### src/rtl/async_rx_pkg.sv
package async_rx_pkg;
  typedef enum logic [2:0] {
    S_IDLE, S_START, S_DATA, S_PAR, S_STOP, S_BRK
  } rx_state_e;
endpackage

### src/rtl/async_rx_sync.sv
module async_rx_sync #(
  parameter int STAGES = 2
) (
  input  logic clk_i,
  input  logic rst_ni,
  input  logic d_i,
  output logic q_o
);
  logic [STAGES-1:0] q;

  always_ff @(posedge clk_i or negedge rst_ni) begin
    if (!rst_ni) q <= '1;
    else         q <= {q[STAGES-2:0], d_i};
  end

  assign q_o = q[STAGES-1];
endmodule

### src/rtl/async_rx_frame.sv
module async_rx_frame
  import async_rx_pkg::*;
#(
  parameter int DATA_W = 8,
  parameter int OSR    = 16
) (
  input  logic              clk_i,
  input  logic              rst_ni,
  input  logic              tick_i,
  input  logic              rxd_i,
  input  logic              par_en_i,
  input  logic              par_odd_i,
  output logic              done_o,
  output logic [DATA_W-1:0] word_o,
  output logic              perr_o,
  output logic              ferr_o
);
  localparam int CW = $clog2(OSR);
  localparam int BW = $clog2(DATA_W);
  localparam logic [CW-1:0] MID  = CW'(OSR/2 - 1);
  localparam logic [CW-1:0] LAST = CW'(OSR - 1);

  rx_state_e         st;
  logic [CW-1:0]     cnt;
  logic [BW-1:0]     bidx;
  logic [DATA_W-1:0] shreg;
  logic              done_q, perr_q, ferr_q;

  always_ff @(posedge clk_i or negedge rst_ni) begin
    if (!rst_ni) begin
      st     <= S_IDLE;
      cnt    <= '0;
      bidx   <= '0;
      shreg  <= '0;
      done_q <= 1'b0;
      perr_q <= 1'b0;
      ferr_q <= 1'b0;
    end else begin
      done_q <= 1'b0;
      if (tick_i) begin
        cnt <= cnt + CW'(1);
        case (st)
          S_IDLE: begin
            cnt <= '0;
            if (!rxd_i) st <= S_START;
          end
          S_START: if (cnt == MID) begin  // start must still be low mid-bit
            cnt    <= '0;
            bidx   <= '0;
            perr_q <= 1'b0;
            st     <= rxd_i ? S_IDLE : S_DATA;
          end
          S_DATA: if (cnt == LAST) begin
            cnt   <= '0;
            shreg <= {rxd_i, shreg[DATA_W-1:1]};
            if (bidx == BW'(DATA_W-1)) st <= par_en_i ? S_PAR : S_STOP;
            else                       bidx <= bidx + BW'(1);
          end
          S_PAR: if (cnt == LAST) begin
            cnt    <= '0;
            perr_q <= ((^shreg) ^ rxd_i) != par_odd_i;
            st     <= S_STOP;
          end
          S_STOP: if (cnt == LAST) begin
            cnt    <= '0;
            done_q <= 1'b1;
            ferr_q <= !rxd_i;
            st     <= rxd_i ? S_IDLE : S_BRK;
          end
          S_BRK: begin  // wait for mark before hunting again
            cnt <= '0;
            if (rxd_i) st <= S_IDLE;
          end
          default: st <= S_IDLE;
        endcase
      end
    end
  end

  assign done_o = done_q;
  assign word_o = shreg;
  assign perr_o = perr_q;
  assign ferr_o = ferr_q;

  assert_done_single_R2: assert property (@(posedge clk_i) disable iff (!rst_ni)
    done_q |=> !done_q);

  assert_brk_waits_high_R5: assert property (@(posedge clk_i) disable iff (!rst_ni)
    (st == S_BRK && !rxd_i) |=> st == S_BRK);
endmodule

### src/rtl/async_rx_status.sv
module async_rx_status #(
  parameter int DATA_W = 8
) (
  input  logic              clk_i,
  input  logic              rst_ni,
  input  logic              done_i,
  input  logic [DATA_W-1:0] word_i,
  input  logic              perr_i,
  input  logic              ferr_i,
  input  logic              rd_i,
  input  logic              clr_ovr_i,
  input  logic              clr_per_i,
  input  logic              clr_fer_i,
  input  logic              ie_i,
  output logic [DATA_W-1:0] data_o,
  output logic              rdy_o,
  output logic              ovr_o,
  output logic              per_o,
  output logic              fer_o,
  output logic              rxi_o,
  output logic              eri_o
);
  logic [DATA_W-1:0] data_q;
  logic rdy_q, ovr_q, per_q, fer_q;
  logic accept, overrun;

  assign overrun = done_i && rdy_q;
  assign accept  = done_i && !rdy_q;

  always_ff @(posedge clk_i or negedge rst_ni) begin
    if (!rst_ni) begin
      data_q <= '0;
      rdy_q  <= 1'b0;
      ovr_q  <= 1'b0;
      per_q  <= 1'b0;
      fer_q  <= 1'b0;
    end else begin
      if (accept) data_q <= word_i;

      if (accept && !perr_i && !ferr_i) rdy_q <= 1'b1;
      else if (rd_i)                    rdy_q <= 1'b0;

      if (overrun)        ovr_q <= 1'b1;
      else if (clr_ovr_i) ovr_q <= 1'b0;

      if (accept && perr_i) per_q <= 1'b1;
      else if (clr_per_i)   per_q <= 1'b0;

      if (accept && ferr_i) fer_q <= 1'b1;
      else if (clr_fer_i)   fer_q <= 1'b0;
    end
  end

  assign data_o = data_q;
  assign rdy_o  = rdy_q;
  assign ovr_o  = ovr_q;
  assign per_o  = per_q;
  assign fer_o  = fer_q;
  assign rxi_o  = rdy_q && ie_i;
  assign eri_o  = (ovr_q || per_q || fer_q) && ie_i;

  assert_overrun_keeps_word_R6: assert property (@(posedge clk_i) disable iff (!rst_ni)
    (done_i && rdy_q) |=> $stable(data_q));

  assert_error_word_loaded_R4: assert property (@(posedge clk_i) disable iff (!rst_ni)
    (done_i && !rdy_q) |=> data_q == $past(word_i));

  assert_read_clears_R7: assert property (@(posedge clk_i) disable iff (!rst_ni)
    (rd_i && !done_i) |=> !rdy_q);

  assert_per_sticky_R9: assert property (@(posedge clk_i) disable iff (!rst_ni)
    (per_q && !clr_per_i) |=> per_q);

  assert_irq_gated_R10: assert property (@(posedge clk_i) disable iff (!rst_ni)
    !ie_i |-> (!rxi_o && !eri_o));
endmodule

### src/rtl/async_rx.sv
module async_rx #(
  parameter int DATA_W     = 8,
  parameter int OSR        = 16,
  parameter int SYNC_STAGES = 2
) (
  input  logic              clk_i,
  input  logic              rst_ni,
  input  logic              rxd_i,
  input  logic              baud_tick_i,
  input  logic              par_en_i,
  input  logic              par_odd_i,
  input  logic              rx_ie_i,
  input  logic              rd_i,
  input  logic              clr_ovr_i,
  input  logic              clr_per_i,
  input  logic              clr_fer_i,
  output logic [DATA_W-1:0] rx_data_o,
  output logic              rdy_o,
  output logic              ovr_o,
  output logic              per_o,
  output logic              fer_o,
  output logic              rxi_o,
  output logic              eri_o
);
  logic              rxd_s, done, perr, ferr;
  logic [DATA_W-1:0] word;

  async_rx_sync #(.STAGES(SYNC_STAGES)) u_sync (
    .clk_i(clk_i), .rst_ni(rst_ni), .d_i(rxd_i), .q_o(rxd_s)
  );

  async_rx_frame #(.DATA_W(DATA_W), .OSR(OSR)) u_frame (
    .clk_i(clk_i), .rst_ni(rst_ni), .tick_i(baud_tick_i), .rxd_i(rxd_s),
    .par_en_i(par_en_i), .par_odd_i(par_odd_i),
    .done_o(done), .word_o(word), .perr_o(perr), .ferr_o(ferr)
  );

  async_rx_status #(.DATA_W(DATA_W)) u_status (
    .clk_i(clk_i), .rst_ni(rst_ni), .done_i(done), .word_i(word),
    .perr_i(perr), .ferr_i(ferr), .rd_i(rd_i),
    .clr_ovr_i(clr_ovr_i), .clr_per_i(clr_per_i), .clr_fer_i(clr_fer_i),
    .ie_i(rx_ie_i), .data_o(rx_data_o), .rdy_o(rdy_o), .ovr_o(ovr_o),
    .per_o(per_o), .fer_o(fer_o), .rxi_o(rxi_o), .eri_o(eri_o)
  );
endmodule

### config.mk
export PLATFORM = sky130hd
export DESIGN_NAME = async_rx
export DESIGN_NICKNAME = d
export VERILOG_FILES = /design/src/rtl/async_rx_pkg.sv /design/src/rtl/async_rx_sync.sv /design/src/rtl/async_rx_frame.sv /design/src/rtl/async_rx_status.sv /design/src/rtl/async_rx.sv
export SDC_FILE = /design/constraint.sdc
export NUM_CORES = 1
export LEC_CHECK = 0
export BUFFER_PORTS_ARGS = -buffer_cell sky130_fd_sc_hd__buf_2
export CORE_ASPECT_RATIO = 1.4
export CORE_MARGIN = 1
export CORE_UTILIZATION = 55
export CTS_CLUSTER_DIAMETER = 30
export DETAILED_ROUTE_END_ITERATION = 6
export GPL_TIMING_DRIVEN = 0
export HOLD_SLACK_MARGIN = 0.12
export PLACE_DENSITY = 0.86
export SLEW_MARGIN = 20
export SYNTH_ARGS = -nofsm -noshare
export SYNTH_HDL_FRONTEND = slang
export SYNTH_SLANG_ARGS = --single-unit
### constraint.sdc
create_clock -name clk_i -period 3.39 [get_ports clk_i]
set_input_delay 0.1695 -clock clk_i [delete_from_list [all_inputs] [get_ports clk_i]]
set_output_delay 0.1695 -clock clk_i [all_outputs]
set_load 0.03 [all_outputs]
==> flow_metrics.env <==
export IMPL_outcome="finished clean"
export IMPL_dr_pass1_iters=4
export IMPL_final_nets=194
export IMPL_cpMaxStageDelayCell="or3b_4"
export IMPL_grtUsageTotal=0.243
export IMPL_drtIter0Drc=33
export IMPL_ys_async_sr_fraction=1.00
export IMPL_p_comb_frac=0.295
export IMPL_wl_per_cell_um=15.5
export IMPL_hold_viol=0
export IMPL_synth_seq_area_share=0.517
export IMPL_mostFrequentLayoutCell="dfrtp_1"
export IMPL_crit_type="register to register"
export IMPL_finalPower_mw=1.30
export IMPL_synth_compound_area_frac=0.0986
export IMPL_drc=0
export IMPL_antenna_found_initial=0
export IMPL_grt_max_degree=36
export IMPL_cts_tree="done"
export IMPL_routed_via_density=5.67
export IMPL_place_congestion=0.783
export IMPL_port_buffer_count=24
export IMPL_clockPowerShare=0.286
export IMPL_relSlewSlack=0.497
export IMPL_dpl_cell_area_um2=1870
export IMPL_multi_input_area_um2=739
export IMPL_stdcell_area_um2=2030
export IMPL_synth_nets=158
export IMPL_dp_slack_ns=1.43
export IMPL_die_area_um2=3320
export IMPL_startpoint_type="register"
export IMPL_hold_slack_ns=0.163
export IMPL_hp_class="input port to register"
export IMPL_synth_ff_type="dfrtp_1"
export IMPL_clockBufferDepth=2
export IMPL_synth_top_family_by_area="multiplexers"
export IMPL_cp_common_cell="ha_1"
export IMPL_power_density_nw_per_um2=640
export IMPL_fillers=226
export IMPL_grt_pass1_wl_um=5800
export IMPL_switching_share=0.314
export IMPL_ys_warn_count=0
export IMPL_crit_fanout=3
export IMPL_arrival_ns=2.18
export IMPL_max_stage_delay_ns=0.41
export IMPL_net_switching_power_mw=0.409
export IMPL_synth_seq_cells=35
export IMPL_finalSetupViolCount=0
export IMPL_vias=1236
export IMPL_internal_power_mw=0.891
export IMPL_drv_cap=0
export IMPL_syn_instance_count=144
export IMPL_drtAntennaViolNets=0
export IMPL_timing_final_crit_period_ns=1.99
export IMPL_drt_total_wl_um=3370
export IMPL_synth_fa_ha_area_frac=0.0221
export IMPL_slew_violations=0
export IMPL_core_um2=2910
export IMPL_synth_area_mux_share=0.132
export IMPL_leakage_nw=1.02
export IMPL_grt_remaining_overflow=0
export IMPL_tightest_slew_ns=0.754
export IMPL_worstPathRequired_ns=3.57
export IMPL_cp_cell_sequence="ha_1, ha_1, nor4bb_1, a31oi_1, or3b_4, mux2_4"
export IMPL_synth_edff_count=0
export IMPL_synth_distinct_cells=44
export IMPL_clk_latency_ns=0.29
export IMPL_syn_area_um2=1700
export IMPL_clock_sinks=35
export IMPL_setup_tns_ns=0
export IMPL_synth_xor_area_frac=0.0545
export IMPL_worstSetupEndpointType="register"
export IMPL_h_tree_depth=2
export IMPL_diodes=0
export IMPL_seqPwrFrac=0.419
export IMPL_ir_worst_vdd_mv=0.429
export IMPL_dieWidth_um=49.0
export IMPL_regArea_um2=878
export IMPL_syn_to_final_growth_pct=19.4
export IMPL_cp_num_buf_inv=0
export IMPL_cts_root_buf="clkbuf_8"
export IMPL_path_delay_family="simple AND/OR/NAND/NOR gates"
export IMPL_fin_crit_sh=0.588
export IMPL_num_rows=23
export IMPL_io_pin_count=25
export IMPL_fp_dieH_um=67.8
export IMPL_clock_skew_ns=0.00643
export IMPL_setup_ws_ns=1.40
export IMPL_dpl_hpwl_um=2400
export IMPL_fmax_mhz=502
export IMPL_start_util=0.585
export IMPL_grt_pass1_vias=1254
export IMPL_rsz0062_at_grt="no"
export IMPL_final_cell_mix="dfrtp_1, buf_2, mux2_2"
export IMPL_yosys_area_share_simple=0.127
export IMPL_post_synth_cell_area_avg_um2=11.8
export IMPL_drive_gt1_frac=0.326
export IMPL_cts_made_buffers=5
export IMPL_cts_clk_slew_worst_paths_ns=0.07
area by class of cell:
class,instances,area share
Clock inverter,3,0.0216
Timing Repair Buffer,29,0.0838
Tap cell,37,0.0228
Sequential cell,35,0.433
Multi-Input combinational cell,92,0.364
Clock buffer,5,0.0339
Buffer,5,0.0185
Inverter,12,0.0222
timing repair:
action | 4_1_cts | 5_1_grt
gates resized for setup | 0 | 0
hold buffers | 5 | 0
buffers inserted | 0 | 0
endpoints found under the hold margin | 37 | 0
routing by layer:
metal | global-route usage | part of all wire | up-vias | wire, um
met5 | 0 | 0 | - | 0
met4 | 0.132 | 0.025 | 0 | 86
met3 | 0.0563 | 0.042 | 9 | 142
met2 | 0.453 | 0.54 | 43 | 1820
met1 | 0.252 | 0.39 | 599 | 1320
li1 | - | - | 585 | -
power by group through the flow:
stage / clock network (mW) / registers, mW / logic, mW
2_1_floorplan: 0 / 0.534 / 0.295
3_3_place_gp: 0 / 0.542 / 0.348
3_5_place_dp: 0 / 0.551 / 0.372
4_1_cts: 0.379 / 0.544 / 0.383
5_1_grt: 0.397 / 0.553 / 0.425
6_report: 0.371 / 0.544 / 0.384
state kept, by name, indices dropped and copies added (netlist names), 2 cells and up:
name and cells:
u_frame.bidx 3, u_frame.cnt 4, u_sync.q 2, u_status.data_o 8, u_frame.word_o 8, u_frame.st 3
cells by family (layout without fill, tap and decap cells):
group	count (synthesis)	count (layout)
adder cells (fa/ha/maj)	3	3
multiplexers	20	20
AO/OA/AOI/OAI	24	24
XOR/XNOR	9	9
AND/OR/NAND/NOR	36	36
flip-flops	35	35
buffers and inverters	17	54
worst register-to-register path: stages (launching register included):
cell      delay, ns
dfrtp_1        0.40
ha_1           0.21
ha_1           0.20
nor4bb_1       0.28
a31oi_1        0.07
or3b_4         0.41
mux2_4         0.31
synthesized netlist by cell type (all sizes together), types with 2 or more instances:
library cell / number / area [um2]
dfrtp: 33 / 826
mux2: 17 / 195
inv: 12 / 45.0
nand2: 9 / 36.3
o21ai: 7 / 35.0
xnor2: 7 / 61.3
buf: 4 / 33.8
and3: 3 / 18.8
ha: 3 / 37.5
mux2i: 3 / 30.0
nand3: 3 / 15.0
nor2: 3 / 11.3
nor2b: 3 / 21.3
nor3: 3 / 15.0
o22ai: 3 / 18.8
o31ai: 3 / 22.5
and2: 2 / 12.5
dfstp: 2 / 52.6
nand2b: 2 / 12.5
nand3b: 2 / 15.0
o41ai: 2 / 17.5
or3b: 2 / 20.0
path summary, 6_finish.rpt:
kind                                 startpoint                  to  slack (ns)  cells past startpoint
min in group asynchronous                rst_ni       u_frame.st[1]        0.48                      2
worst min-delay path                  clr_per_i      u_status.per_o        0.16                      3
max in group asynchronous                rst_ni  u_status.data_o[6]        2.42                      2
worst max-delay path            u_frame.bidx[0]     u_frame.bidx[0]        1.40                      6
worst min register to register      u_sync.q[0]         u_sync.q[1]        0.36                      0
worst max register to register  u_frame.bidx[0]     u_frame.bidx[0]        1.40                      6
metrics by stage:
stage,cells,utilization
after global placement,205,0.642
final,218,0.698
after detailed placement,205,0.642
after global routing,218,0.698
after floorplan,144,-
after CTS,218,0.698
Note: power is estimated with default switching activity, not from simulation.
